[config.mk]
export PLATFORM = sky130hd
export DESIGN_NAME = zs_pipeline
export DESIGN_NICKNAME = d
export VERILOG_FILES = /design/src/rtl/zs_pkg.sv /design/src/rtl/zs_ped_mem.sv /design/src/rtl/zs_row_buf.sv /design/src/rtl/zs_fifo.sv /design/src/rtl/zs_pipeline.sv
export SDC_FILE = /design/constraint.sdc
export NUM_CORES = 1
export LEC_CHECK = 0
export ABC_AREA = 1
export ABC_CLOCK_PERIOD_IN_PS = 22900
export BUFFER_PORTS_ARGS = -buffer_cell sky130_fd_sc_hd__buf_2
export CORE_MARGIN = 5
export CORE_UTILIZATION = 40
export DETAILED_ROUTE_END_ITERATION = 10
export GPL_TIMING_DRIVEN = 0
export PLACE_DENSITY = 0.53
export SYNTH_ARGS = -nofsm -noshare
export SYNTH_HDL_FRONTEND = slang
export SYNTH_SLANG_ARGS = --single-unit
export TNS_END_PERCENT = 100
[constraint.sdc]
create_clock -name clk_i -period 22.9 [get_ports clk_i]
set_input_delay 4.58 -clock clk_i [delete_from_list [all_inputs] [get_ports clk_i]]
set_output_delay 4.58 -clock clk_i [all_outputs]
set_load 0.01 [all_outputs]
[src/rtl/zs_pkg.sv]
package zs_pkg;
  typedef enum logic [1:0] {ST_ACC, ST_CM, ST_EMIT, ST_MARK} zs_state_e;

  function automatic logic [7:0] sat_sub(input logic [7:0] a, input logic [7:0] b);
    return (a > b) ? a - b : 8'd0;
  endfunction
endpackage

[src/rtl/zs_ped_mem.sv]
module zs_ped_mem #(
  parameter int NCOL = 16,
  parameter int NROW = 4,
  localparam int CW = (NCOL > 1) ? $clog2(NCOL) : 1,
  localparam int RW = (NROW > 1) ? $clog2(NROW) : 1
) (
  input  logic          clk_i,
  input  logic          we_i,
  input  logic [RW-1:0] wr_row_i,
  input  logic [CW-1:0] wr_col_i,
  input  logic [7:0]    wr_val_i,
  input  logic [RW-1:0] rd_row_i,
  input  logic [CW-1:0] rd_col_i,
  output logic [7:0]    rd_val_o
);
  localparam int DEPTH = NCOL * NROW;
  localparam int AW = (DEPTH > 1) ? $clog2(DEPTH) : 1;

  logic [7:0] mem [DEPTH];
  logic [AW-1:0] wa, ra;

  assign wa = AW'(wr_row_i) * AW'(NCOL) + AW'(wr_col_i);
  assign ra = AW'(rd_row_i) * AW'(NCOL) + AW'(rd_col_i);

  always_ff @(posedge clk_i) begin
    if (we_i) mem[wa] <= wr_val_i;
  end

  assign rd_val_o = mem[ra];
endmodule

[src/rtl/zs_row_buf.sv]
module zs_row_buf #(
  parameter int NCOL = 16,
  localparam int CW = (NCOL > 1) ? $clog2(NCOL) : 1,
  localparam int NW = $clog2(NCOL + 1),
  localparam int SW = 8 + NW
) (
  input  logic          clk_i,
  input  logic          rst_ni,
  input  logic          clr_i,
  input  logic          we_i,
  input  logic [CW-1:0] wr_idx_i,
  input  logic [7:0]    wr_val_i,
  input  logic [7:0]    thr_i,
  input  logic [CW-1:0] rd_idx_i,
  output logic [7:0]    rd_val_o,
  output logic [7:0]    cm_o
);
  logic [7:0]    buf_q [NCOL];
  logic [SW-1:0] sum_q;
  logic [NW-1:0] cnt_q;

  always_ff @(posedge clk_i) begin
    if (we_i) buf_q[wr_idx_i] <= wr_val_i;
  end

  // quiet samples only feed the common-mode estimate
  always_ff @(posedge clk_i or negedge rst_ni) begin
    if (!rst_ni) begin
      sum_q <= '0;
      cnt_q <= '0;
    end else if (clr_i) begin
      sum_q <= '0;
      cnt_q <= '0;
    end else if (we_i && (wr_val_i < thr_i)) begin
      sum_q <= sum_q + SW'(wr_val_i);
      cnt_q <= cnt_q + NW'(1);
    end
  end

  assign rd_val_o = buf_q[rd_idx_i];
  assign cm_o     = (cnt_q == '0) ? 8'd0 : 8'(sum_q / SW'(cnt_q));
endmodule

[src/rtl/zs_fifo.sv]
module zs_fifo #(
  parameter int W = 16,
  parameter int DEPTH = 4,
  localparam int PW = (DEPTH > 1) ? $clog2(DEPTH) : 1,
  localparam int NW = $clog2(DEPTH + 1)
) (
  input  logic         clk_i,
  input  logic         rst_ni,
  input  logic         push_i,
  input  logic [W-1:0] push_data_i,
  output logic         full_o,
  input  logic         pop_i,
  output logic         valid_o,
  output logic [W-1:0] data_o
);
  logic [W-1:0]  mem [DEPTH];
  logic [PW-1:0] wp_q, rp_q;
  logic [NW-1:0] cnt_q;

  function automatic logic [PW-1:0] nxt(input logic [PW-1:0] p);
    return (p == PW'(DEPTH - 1)) ? '0 : p + PW'(1);
  endfunction

  always_ff @(posedge clk_i) begin
    if (push_i) mem[wp_q] <= push_data_i;
  end

  always_ff @(posedge clk_i or negedge rst_ni) begin
    if (!rst_ni) begin
      wp_q  <= '0;
      rp_q  <= '0;
      cnt_q <= '0;
    end else begin
      if (push_i) wp_q <= nxt(wp_q);
      if (pop_i)  rp_q <= nxt(rp_q);
      cnt_q <= cnt_q + NW'(push_i) - NW'(pop_i);
    end
  end

  assign full_o  = (cnt_q == NW'(DEPTH));
  assign valid_o = (cnt_q != '0);
  assign data_o  = mem[rp_q];

  AST_NO_OVERFLOW: assert property (@(posedge clk_i) disable iff (!rst_ni)
    push_i |-> !full_o);
  AST_NO_UNDERFLOW: assert property (@(posedge clk_i) disable iff (!rst_ni)
    pop_i |-> valid_o);
endmodule

[src/rtl/zs_pipeline.sv]
module zs_pipeline #(
  parameter int NCOL = 16,
  parameter int NROW = 4,
  parameter int FIFO_DEPTH = 4,
  localparam int CW = (NCOL > 1) ? $clog2(NCOL) : 1,
  localparam int RW = (NROW > 1) ? $clog2(NROW) : 1,
  localparam int HW = 1 + RW + CW + 8
) (
  input  logic          clk_i,
  input  logic          rst_ni,
  input  logic          smp_valid_i,
  output logic          smp_ready_o,
  input  logic [RW-1:0] smp_row_i,
  input  logic [CW-1:0] smp_col_i,
  input  logic [7:0]    smp_code_i,
  input  logic          ped_we_i,
  input  logic [RW-1:0] ped_row_i,
  input  logic [CW-1:0] ped_col_i,
  input  logic [7:0]    ped_val_i,
  input  logic [7:0]    thr_i,
  input  logic          trig_i,
  output logic          hit_valid_o,
  input  logic          hit_ready_i,
  output logic [HW-1:0] hit_word_o
);
  import zs_pkg::*;

  zs_state_e     state_q;
  logic [CW-1:0] idx_q;
  logic [RW-1:0] row_q;
  logic [7:0]    cm_q, cm_w, ped_rd, sub_val, buf_rd, corr;
  logic          trig_pend_q, frame_sel_q;
  logic          accept, last_col, frame_start, fifo_full, want_hit, push, pop;
  logic [HW-1:0] push_word;

  zs_ped_mem #(.NCOL(NCOL), .NROW(NROW)) u_ped (
    .clk_i, .we_i(ped_we_i), .wr_row_i(ped_row_i), .wr_col_i(ped_col_i),
    .wr_val_i(ped_val_i), .rd_row_i(smp_row_i), .rd_col_i(smp_col_i),
    .rd_val_o(ped_rd)
  );

  assign sub_val     = sat_sub(smp_code_i, ped_rd);
  assign accept      = smp_valid_i && smp_ready_o;
  assign last_col    = (smp_col_i == CW'(NCOL - 1));
  assign frame_start = accept && (smp_row_i == '0) && (smp_col_i == '0);

  zs_row_buf #(.NCOL(NCOL)) u_row (
    .clk_i, .rst_ni, .clr_i(state_q == ST_CM), .we_i(accept),
    .wr_idx_i(smp_col_i), .wr_val_i(sub_val), .thr_i,
    .rd_idx_i(idx_q), .rd_val_o(buf_rd), .cm_o(cm_w)
  );

  assign corr     = sat_sub(buf_rd, cm_q);
  assign want_hit = (state_q == ST_EMIT) && (corr >= thr_i);
  assign push     = (want_hit || state_q == ST_MARK) && !fifo_full;
  assign push_word = (state_q == ST_MARK) ? {1'b1, row_q, CW'(0), 8'd0}
                                          : {1'b0, row_q, idx_q, corr};

  always_ff @(posedge clk_i or negedge rst_ni) begin
    if (!rst_ni) begin
      trig_pend_q <= 1'b0;
      frame_sel_q <= 1'b0;
    end else if (frame_start) begin
      frame_sel_q <= trig_pend_q || trig_i;
      trig_pend_q <= 1'b0;
    end else if (trig_i) begin
      trig_pend_q <= 1'b1;
    end
  end

  always_ff @(posedge clk_i or negedge rst_ni) begin
    if (!rst_ni) begin
      state_q <= ST_ACC;
      idx_q   <= '0;
      row_q   <= '0;
      cm_q    <= '0;
    end else begin
      unique case (state_q)
        ST_ACC: if (accept) begin
          row_q <= smp_row_i;
          if (last_col) state_q <= ST_CM;
        end
        ST_CM: begin
          cm_q  <= cm_w;
          idx_q <= '0;
          state_q <= frame_sel_q ? ST_EMIT : ST_ACC;
        end
        ST_EMIT: if (!(want_hit && fifo_full)) begin
          if (idx_q == CW'(NCOL - 1)) state_q <= ST_MARK;
          else idx_q <= idx_q + CW'(1);
        end
        ST_MARK: if (!fifo_full) state_q <= ST_ACC;
        default: state_q <= ST_ACC;
      endcase
    end
  end

  assign smp_ready_o = (state_q == ST_ACC) && !fifo_full;
  assign pop = hit_valid_o && hit_ready_i;

  zs_fifo #(.W(HW), .DEPTH(FIFO_DEPTH)) u_fifo (
    .clk_i, .rst_ni, .push_i(push), .push_data_i(push_word), .full_o(fifo_full),
    .pop_i(pop), .valid_o(hit_valid_o), .data_o(hit_word_o)
  );

  AST_HIT_ABOVE_THR: assert property (@(posedge clk_i) disable iff (!rst_ni)
    (hit_valid_o && !hit_word_o[HW-1]) |-> (hit_word_o[7:0] >= thr_i));
  AST_CM_RANGE: assert property (@(posedge clk_i) disable iff (!rst_ni)
    (state_q == ST_EMIT) |-> (cm_q < thr_i || cm_q == 8'd0));
  AST_SKIP_FRAME: assert property (@(posedge clk_i) disable iff (!rst_ni)
    !frame_sel_q |-> !push);
  AST_HELD_WORD: assert property (@(posedge clk_i) disable iff (!rst_ni)
    (hit_valid_o && !hit_ready_i) |=> (hit_valid_o && $stable(hit_word_o)));
endmodule

## Yosys cells after proc, flatten, opt, wreduce, memory -nomap -nowiden

Memory sizes are Yosys's and may differ from the RTL's.
Cells that the tools add are included.

| storage, ports and cells | value |
|---|---|
| flip-flop bits (word level) | 43 |
| logic and storage cells | 95 |
| output and inout port bits | 17 |
| bits in writable memories | 700 |
| memories kept | 3 |
| input bits | 42 |

| operators by class | value |
|---|---|
| add/sub/neg operators | 11 |
| magnitude comparators | 4 |
| multiplexer cells | 28 |
| reductions and logical operators | 23 |
| eq/ne operators | 14 |
| divide/modulo/power cells | 1 |

Memory list:

| name | words | width | read ports | clocked after Yosys merged registers in | write ports | RTL line | text |
|---|---|---|---|---|---|---|---|
| u_ped.mem | 64 | 8 | 1 | 0 | 1 | zs_ped_mem.sv:19 | `logic [7:0] mem [DEPTH];` |
| u_row.buf_q | 16 | 8 | 1 | 0 | 1 | zs_row_buf.sv:18 | `logic [7:0] buf_q [NCOL];` |
| u_fifo.mem | 4 | 15 | 1 | 0 | 1 | zs_fifo.sv:16 | `logic [W-1:0] mem [DEPTH];` |

Operators with widths:

| kind | number |
|---|---|
| 13-bit 2-to-1 mux | 2 |
| 8-bit 2-to-1 mux | 3 |
| 8-bit > comparator | 2 |
| 2-bit 2-to-1 mux | 8 |
| 8-bit subtractor | 2 |
| 15-bit 2-to-1 mux | 1 |
| 13-bit by 8-bit adder with 13-bit output | 1 |
| 13-bit by 5-bit divider with 13-bit output | 1 |
| 6-bit by 4-bit adder with 6-bit output | 2 |
| 5-bit 2-to-1 mux | 2 |
| 2-bit inequality test (second input constant) | 5 |
| 1-bit logical AND | 9 |
| 2-bit equality test (second input constant) | 4 |
| 4-bit equality test (second input constant) | 2 |
| 8-bit greater-or-equal comparator | 1 |
| 8-bit less-than comparator | 1 |
| 1-bit 2-to-1 mux | 8 |
| 4-bit 2-to-1 mux | 2 |
| 2-bit case mux with 4 select lines | 1 |
| 4-bit case mux with 2 select lines | 1 |
| 2-bit nonzero test | 3 |
| 5-bit by 1-bit adder with 5-bit output (second input constant) | 1 |
| 5-bit zero test | 1 |
| 5-bit AND reduction | 1 |
| other kinds (14) | 17 |

## Longest topological paths before layout

Gate-level depths: netlist (run 1).
An unclocked memory read counts as a cell.

| depth | value |
|---|---|
| word-level depth | 9 |
| mapped depth | 138 |

## By module

From an unflattened synthesis (run 1), not the netlist that was laid out.

| second synthesis, totals | value |
|---|---|
| cell total of the unflattened synthesis | 3488 |
| area, all modules | 36002.0 um^2 |

By module, submodules not included:

| module | cells each | seq. area each (um^2) | area an instance (um^2) | instances |
|---|---|---|---|---|
| zs_ped_mem | 1797 | 15374.7 | 21179.1 | 1 |
| zs_row_buf | 1118 | 4294.1 | 9929.5 | 1 |
| zs_fifo | 285 | 1976.9 | 2932.8 | 1 |
| zs_pipeline | 288 | 450.4 | 1960.6 | 1 |

## Least setup slack after synthesis (run 1)

No wires, ideal clock.

| path | value |
|---|---|
| path type | register to register |
| start | reg u_row.cnt_q[0] |
| end | reg cm_q[0] |
| arrival time | 17.310 ns |
| slack | 5.474 ns |
| setup time | 0.116 ns |
| stages on the path, launching flop included | 132 |
| cell sequence | dfrtp_1 inv_1 ha_1 nand3_1 nand2_1 inv_1 ha_1 o21ai_1 nand2_1 nand2_1 nand2_1 o21ai_1 inv_1 ha_1 o21ai_1 nand2_1 nand2_1 nand2_1 [... 96 more ...] inv_2 nand2_1 o21ai_0 ha_1 a21oi_1 o21ai_0 a21oi_1 o21ai_0 a21oi_1 nand3_1 nor2_1 nand2_1 nor2_1 nand2_1 nor2_1 nand2_1 nand2_1 nand2_1 |

| between the ends | value |
|---|---|
| word-level cells in the longest chain between the ends | 2 |
| elaborated cells between the ends (all ways) | 3 |
| those cells by class | div (1); mux (1); reduce/logical (1) |

RTL lines:

| what | RTL line | text |
|---|---|---|
| from (decl) | zs_row_buf.sv:20 | `logic [NW-1:0] cnt_q;` |
| from (signal assigned) | zs_row_buf.sv:36 | `cnt_q <= cnt_q + NW'(1);` |
| 13-bit by 5-bit divider with 13-bit output / 5-bit zero test (equally long branches) | zs_row_buf.sv:41 | `assign cm_o = (cnt_q == '0) ? 8'd0 : 8'(sum_q / SW'(cnt_q));` |
| 8-bit 2-to-1 mux * | zs_row_buf.sv:41 |  |
| to (signal assigned) | zs_pipeline.sv:84 | `cm_q <= cm_w;` |
| to (decl) | zs_pipeline.sv:31 | `logic [7:0] cm_q, cm_w, ped_rd, sub_val, buf_rd, corr;` |

Mark *: on every way between the ends. The rest lies on a longest branch, timed or not.
A chain may end at the register's enable or synchronous reset.

## Worst setup path after layout (run 1)

Ends and elaborated chain as after synthesis.

==> results of run 1 <==
## cells in the mapped netlist, types with 29 or more instances
library cell / number
clkbuf_1: 103
ha_1: 105
a21oi_1: 201
inv_1: 177
dfrtp_1: 43
a22oi_1: 252
nor4_1: 29
edfxtp_1: 700
nand2_1: 287
nand3_1: 59
o22ai_1: 40
nor2_1: 247
o21ai_0: 154
## per-layer routing
layer / GRT usage (%) / up-vias / wire [um]
met4: 10.13 / 0 / 5381
met3: 4.445 / 246 / 7453
li1: - / 10370 / -
met2: 37.98 / 955 / 49680
met5: 0 / - / 0
met1: 28.36 / 11350 / 40510
## cells by family after synthesis
kind of cell    after synthesis  synth area share (%)
simple gates                749                 10.41
xor+xnor                     39                 1.033
flops                       743                 66.83
compound gates              734                 13.93
buf+inv                     316                 3.587
fa+ha+maj                   109                 4.215
## final cells by class
class,instances,area [um2]
fillers,7447,44590
plain buffers,117,439.2
inverters,199,750.7
diodes,1,2.502
flip-flops and latches,743,22100
well taps,1070,1339
clock buffers,92,1982
clock inverters,43,395.4
repair buffers,78,499.2
multi-input cells,1631,9882
## flip-flops by register name (all words and copies together), names as in the netlist, named ones only
name          cells
cm_q              8
frame_sel_q       1
idx_q             4
row_q             2
state_q           1
trig_pend_q       1
u_fifo.cnt_q      3
u_fifo.mem       60
u_fifo.rp_q       2
u_fifo.wp_q       2
u_ped.mem       512
u_row.buf_q     128
u_row.cnt_q       5
u_row.sum_q      13
## per-stage QoR
step / worst slack, ps / cells / hold slack, ps / cell area [um2] / utilization [%]
2_1_floorplan: 5474 / 2690 / 449.9 / 33070 / -
3_3_place_gp: 2333 / 3814 / 501.3 / 34670 / 42.30
3_5_place_dp: 1899 / 3834 / 512.0 / 34970 / 42.65
4_1_cts: 1838 / 3969 / 526.4 / 37340 / 45.55
5_1_grt: 38.61 / 3973 / 559.8 / 37380 / 45.60
6_report: 2406 / 3974 / 515.0 / 37390 / 45.60
## path summary, 6_finish.rpt
kind                            cells past startpoint            from           endpoint  slack (ps)
worst min register to register                      0        row_q[0]  u_fifo.mem[2][12]         510
worst min-delay path                                0        row_q[0]  u_fifo.mem[2][12]         510
worst max register to register                    131  u_row.cnt_q[0]            cm_q[0]        2410
max in group asynchronous                           1          rst_ni        frame_sel_q       18000
worst max-delay path                              131  u_row.cnt_q[0]            cm_q[0]        2410
min in group asynchronous                           1          rst_ni    u_fifo.cnt_q[1]        4170
## repair_timing
action                                  4_1_cts  5_1_grt
gates resized for setup                       0        3
buffers inserted                              0        4
hold buffers                                  0        0
endpoints found under the setup margin        0        1
## cells in the final DEF, fill, tap and decap left out, types with 43 or more instances in the layout
| master | count |
|---|---|
| a22oi_1 | 252 |
| nor2_1 | 241 |
| o21ai_0 | 154 |
| dfrtp_1 | 43 |
| clkbuf_1 | 117 |
| edfxtp_1 | 700 |
| a21oi_1 | 200 |
| nand2_1 | 287 |
| clkbuf_16 | 76 |
| ha_1 | 105 |
| buf_2 | 54 |
| nand3_1 | 59 |
| inv_1 | 176 |
==> flow_summary.ini, run 1 <==
[sta]
rsz0062_at_grt = false
worstMarginPinSlew_ps = 1304
timing.final.crit_share_pct = 89.49
period_minus_slack_ps = 20490
fmax_mhz = 48.80
finalMaxSlewViolations = 0
skew_ps = 24.95
setup_viol = 0
fin_tns_setup_ps = 0
finalHoldViolCount = 0
relSlewSlack_pct = 13.10

[final_layout]
nets = 2996
areaGrowthSynthToFinish_pct = 13.07
final_layout_size_suffix_gt1_share_pct = 9.955

[synth]
yosysWarnings = 0
ys_types = 62
yosysTopAreaCellShare_pct = 63.57
ys.flop_type = edfxtp_1
synth.area.top_cells = edfxtp_1 (64%), a22oi_1 (5.7%), ha_1 (4.0%)
synth_nets = 2841
synth-edff-count = 700
synth.yosys.seq_area_share_pct = 66.83
syn-cell-area_um2 = 33070
ys_ff_latch = 743
syn_area_per_cell_um2 = 12.29
syn_inst = 2690
async_reset_ff_share_pct = 5.787
yosysTopAreaCell = edfxtp_1

[detailed_routing]
drt_iter0_drc = 2299
wire_per_inst_um = 25.92
via_per_inst = 5.767
routed_wl_um = 103000
vias = 22920
drcViolationCount = 0
dr.pass1.iters = 8
antenna_left = 0

[floorplan]
die-area_um2 = 88510
die_h_um = 297.5
fp.coreArea_um2 = 81980
die_x_um = 297.5
io_pins = 59
rows = 105
start_util_pct = 40.33

[clock_network]
root_buffer = clkbuf_16
numCtsBuffers = 75
clk_latency_ps = 630
path_clk_slew_ps = 60
cts_max_path_buffers = 3
cts_tree = done
h-tree-depth = 3
clock-sinks = 743

[global_route]
gr-total-overflow = 0
grt_first_pass_wirelength_um = 149000
grtUsageTotal_pct = 22.56
grt_max_degree = 65
antenna_found_initial = 3
grt_pass1_vias = 22700

[critical_path]
cpMostUsedCell = nand2_1
crit_family = simple AND/OR/NAND/NOR gates
arrival_ps = 21000
cp_slowest_cell = dfrtp_1
endpoint_kind = register
start_kind = register
path_class = reg -> reg
critPathMaxFanout = 10
slowest_delay_ps = 540
cp.buffers_inverters = 18
required_ps = 23410

[placement]
dp_hpwl_um = 69350
gp_congestion = 0.9018
io_buffers = 54

[worst_hold_path]
hp-class = reg -> reg

[status]
status = finished, final reports clean

[job]
drv_cap = 0
Power of run 1 is left out: the tool's default activity adds up to more than one toggle a clock period on the data nets, which glitch-free logic cannot reach.
==> run 2, diff against run 1 <==
CORE_UTILIZATION = 50   (was 40)
PLACE_DENSITY = 0.64   (was 0.53)
==> flow_summary.ini, run 2 (synthesis gave the netlist of run 1 again) <==
[critical_path]
arrival_ps = 21050
critPathMaxFanout = 15
slowest_delay_ps = 510
endpoint_kind = register
cp_slowest_cell = dfrtp_1
path_class = reg -> reg
required_ps = 23410
cpMostUsedCell = nand2_1
start_kind = register

[detailed_routing]
drcViolationCount = 0
wire_per_inst_um = 25.91
antenna_left = 0
routed_wl_um = 97300
dr.pass1.iters = 6
drt_iter0_drc = 2942
vias = 23270
via_per_inst = 6.196

[clock_network]
post_cts_buffers = 0
clk_latency_ps = 630
h-tree-depth = 3
cts_resized = 0
cts_tree = done
cts_max_path_buffers = 3
hold_buffers = 0
root_buffer = clkbuf_16
path_clk_slew_ps = 60
numCtsBuffers = 73
clock-sinks = 743

[sta]
setup_viol = 0
period_minus_slack_ps = 20540
fmax_mhz = 48.68
timing.final.crit_share_pct = 89.70
fin_tns_setup_ps = 0
rsz0062_at_grt = false
relSlewSlack_pct = 12.26
finalHoldViolCount = 0
skew_ps = 25.17
finalMaxSlewViolations = 0
fin_ws_ps = 2360
worstMarginPinSlew_ps = 1311

[placement]
dp_hpwl_um = 64830
place_area_um2 = 34650
pre_cts_slack_ps = 1980
dpl.cell_count = 3623
gp_congestion = 0.9383
io_buffers = 54

[floorplan]
rows = 94
die-area_um2 = 71370
die_x_um = 267.2
die_h_um = 267.2
io_pins = 59
start_util_pct = 50.38
fp.coreArea_um2 = 65630

[global_route]
antenna_found_initial = 1
grtUsageTotal_pct = 26.70
grt_first_pass_wirelength_um = 141800
gr-total-overflow = 0
grt_max_degree = 65
grt_pass1_vias = 22320

[final_layout]
mostFrequentLayoutCell = edfxtp_1
multi_input_comb_area_um2 = 9889
seq_area_um2 = 22100
design_area_um2 = 36950
final_cell_mix = edfxtp_1 (700), nand2_1 (287), a22oi_1 (252)
fillCellCount = 5397
largest_register_ffs = 512
regMostFlops = u_ped.mem
final_layout_size_suffix_gt1_share_pct = 9.512
nets = 2985
areaGrowthSynthToFinish_pct = 11.75
stdcell_count = 3755
largest_registers = u_ped.mem (512), u_row.buf_q (128), u_fifo.mem (60)
n_antenna_cell = 0

[job]
drv_cap = 0

[worst_hold_path]
hp-class = reg -> reg

[status]
status = finished, final reports clean
## run 2: cell types whose count changed in the layout (fill, tap and decap cells not counted), moves of 2 or more
cell and change:
clkinv_1 +5, clkbuf_1 -2, buf_6 -3, buf_4 -5, clkinv_2 -2, clkbuf_8 -2, bufinv_16 -3
## run 2: area by class of cell
class,count,area share (%)
multi-input combinational,1631,26.77
buffer,117,1.189
sequential,743,59.80
inverter,199,2.032
clock inverter,44,0.9007
clock buffer,88,5.269
timing repair buffer,69,1.117
tap,864,2.926
## run 2: through the flow
stage,util [%],hold WS [ps]
after floorplan,-,449.9
after global placement,52.44,500.2
after detailed placement,52.80,503.4
after CTS,56.27,519.3
after global routing,56.30,572.0
final,56.30,509.8
## run 2: worst paths after layout
kind                                 from        endpoint  slack, ps  cells past startpoint
setup / recovery           u_row.cnt_q[0]         cm_q[0]       2360                    131
hold / removal                trig_pend_q     trig_pend_q        510                      2
setup reg to reg           u_row.cnt_q[0]         cm_q[0]       2360                    131
hold reg to reg               trig_pend_q     trig_pend_q        510                      2
max in group asynchronous          rst_ni     frame_sel_q      18020                      1
min in group asynchronous          rst_ni  u_fifo.rp_q[1]       4180                      1
## run 2: worst max-delay path, delay by kind of cell, from the launching register on
| family | cells | cell delay [ps] |
|---|---|---|
| buffers and inverters | 18 | 2320 |
| flip-flops | 1 | 510 |
| adder cells (fa/ha/maj) | 13 | 4110 |
| AO/OA/AOI/OAI | 38 | 6360 |
| AND/OR/NAND/NOR | 62 | 7100 |
## run 2: routing by layer
| metal | routed length, um | up-vias | GRT usage [%] | part of all wire (%) |
|---|---|---|---|---|
| met5 | 7 | - | 0 | 0.0072 |
| met4 | 4982 | 2 | 11.49 | 5.1 |
| met1 | 37160 | 11370 | 36.15 | 38 |
| met3 | 10330 | 264 | 5.604 | 11 |
| met2 | 44830 | 1288 | 42.30 | 46 |
| li1 | - | 10350 | - | - |
Power of run 2 is left out for the same reason.
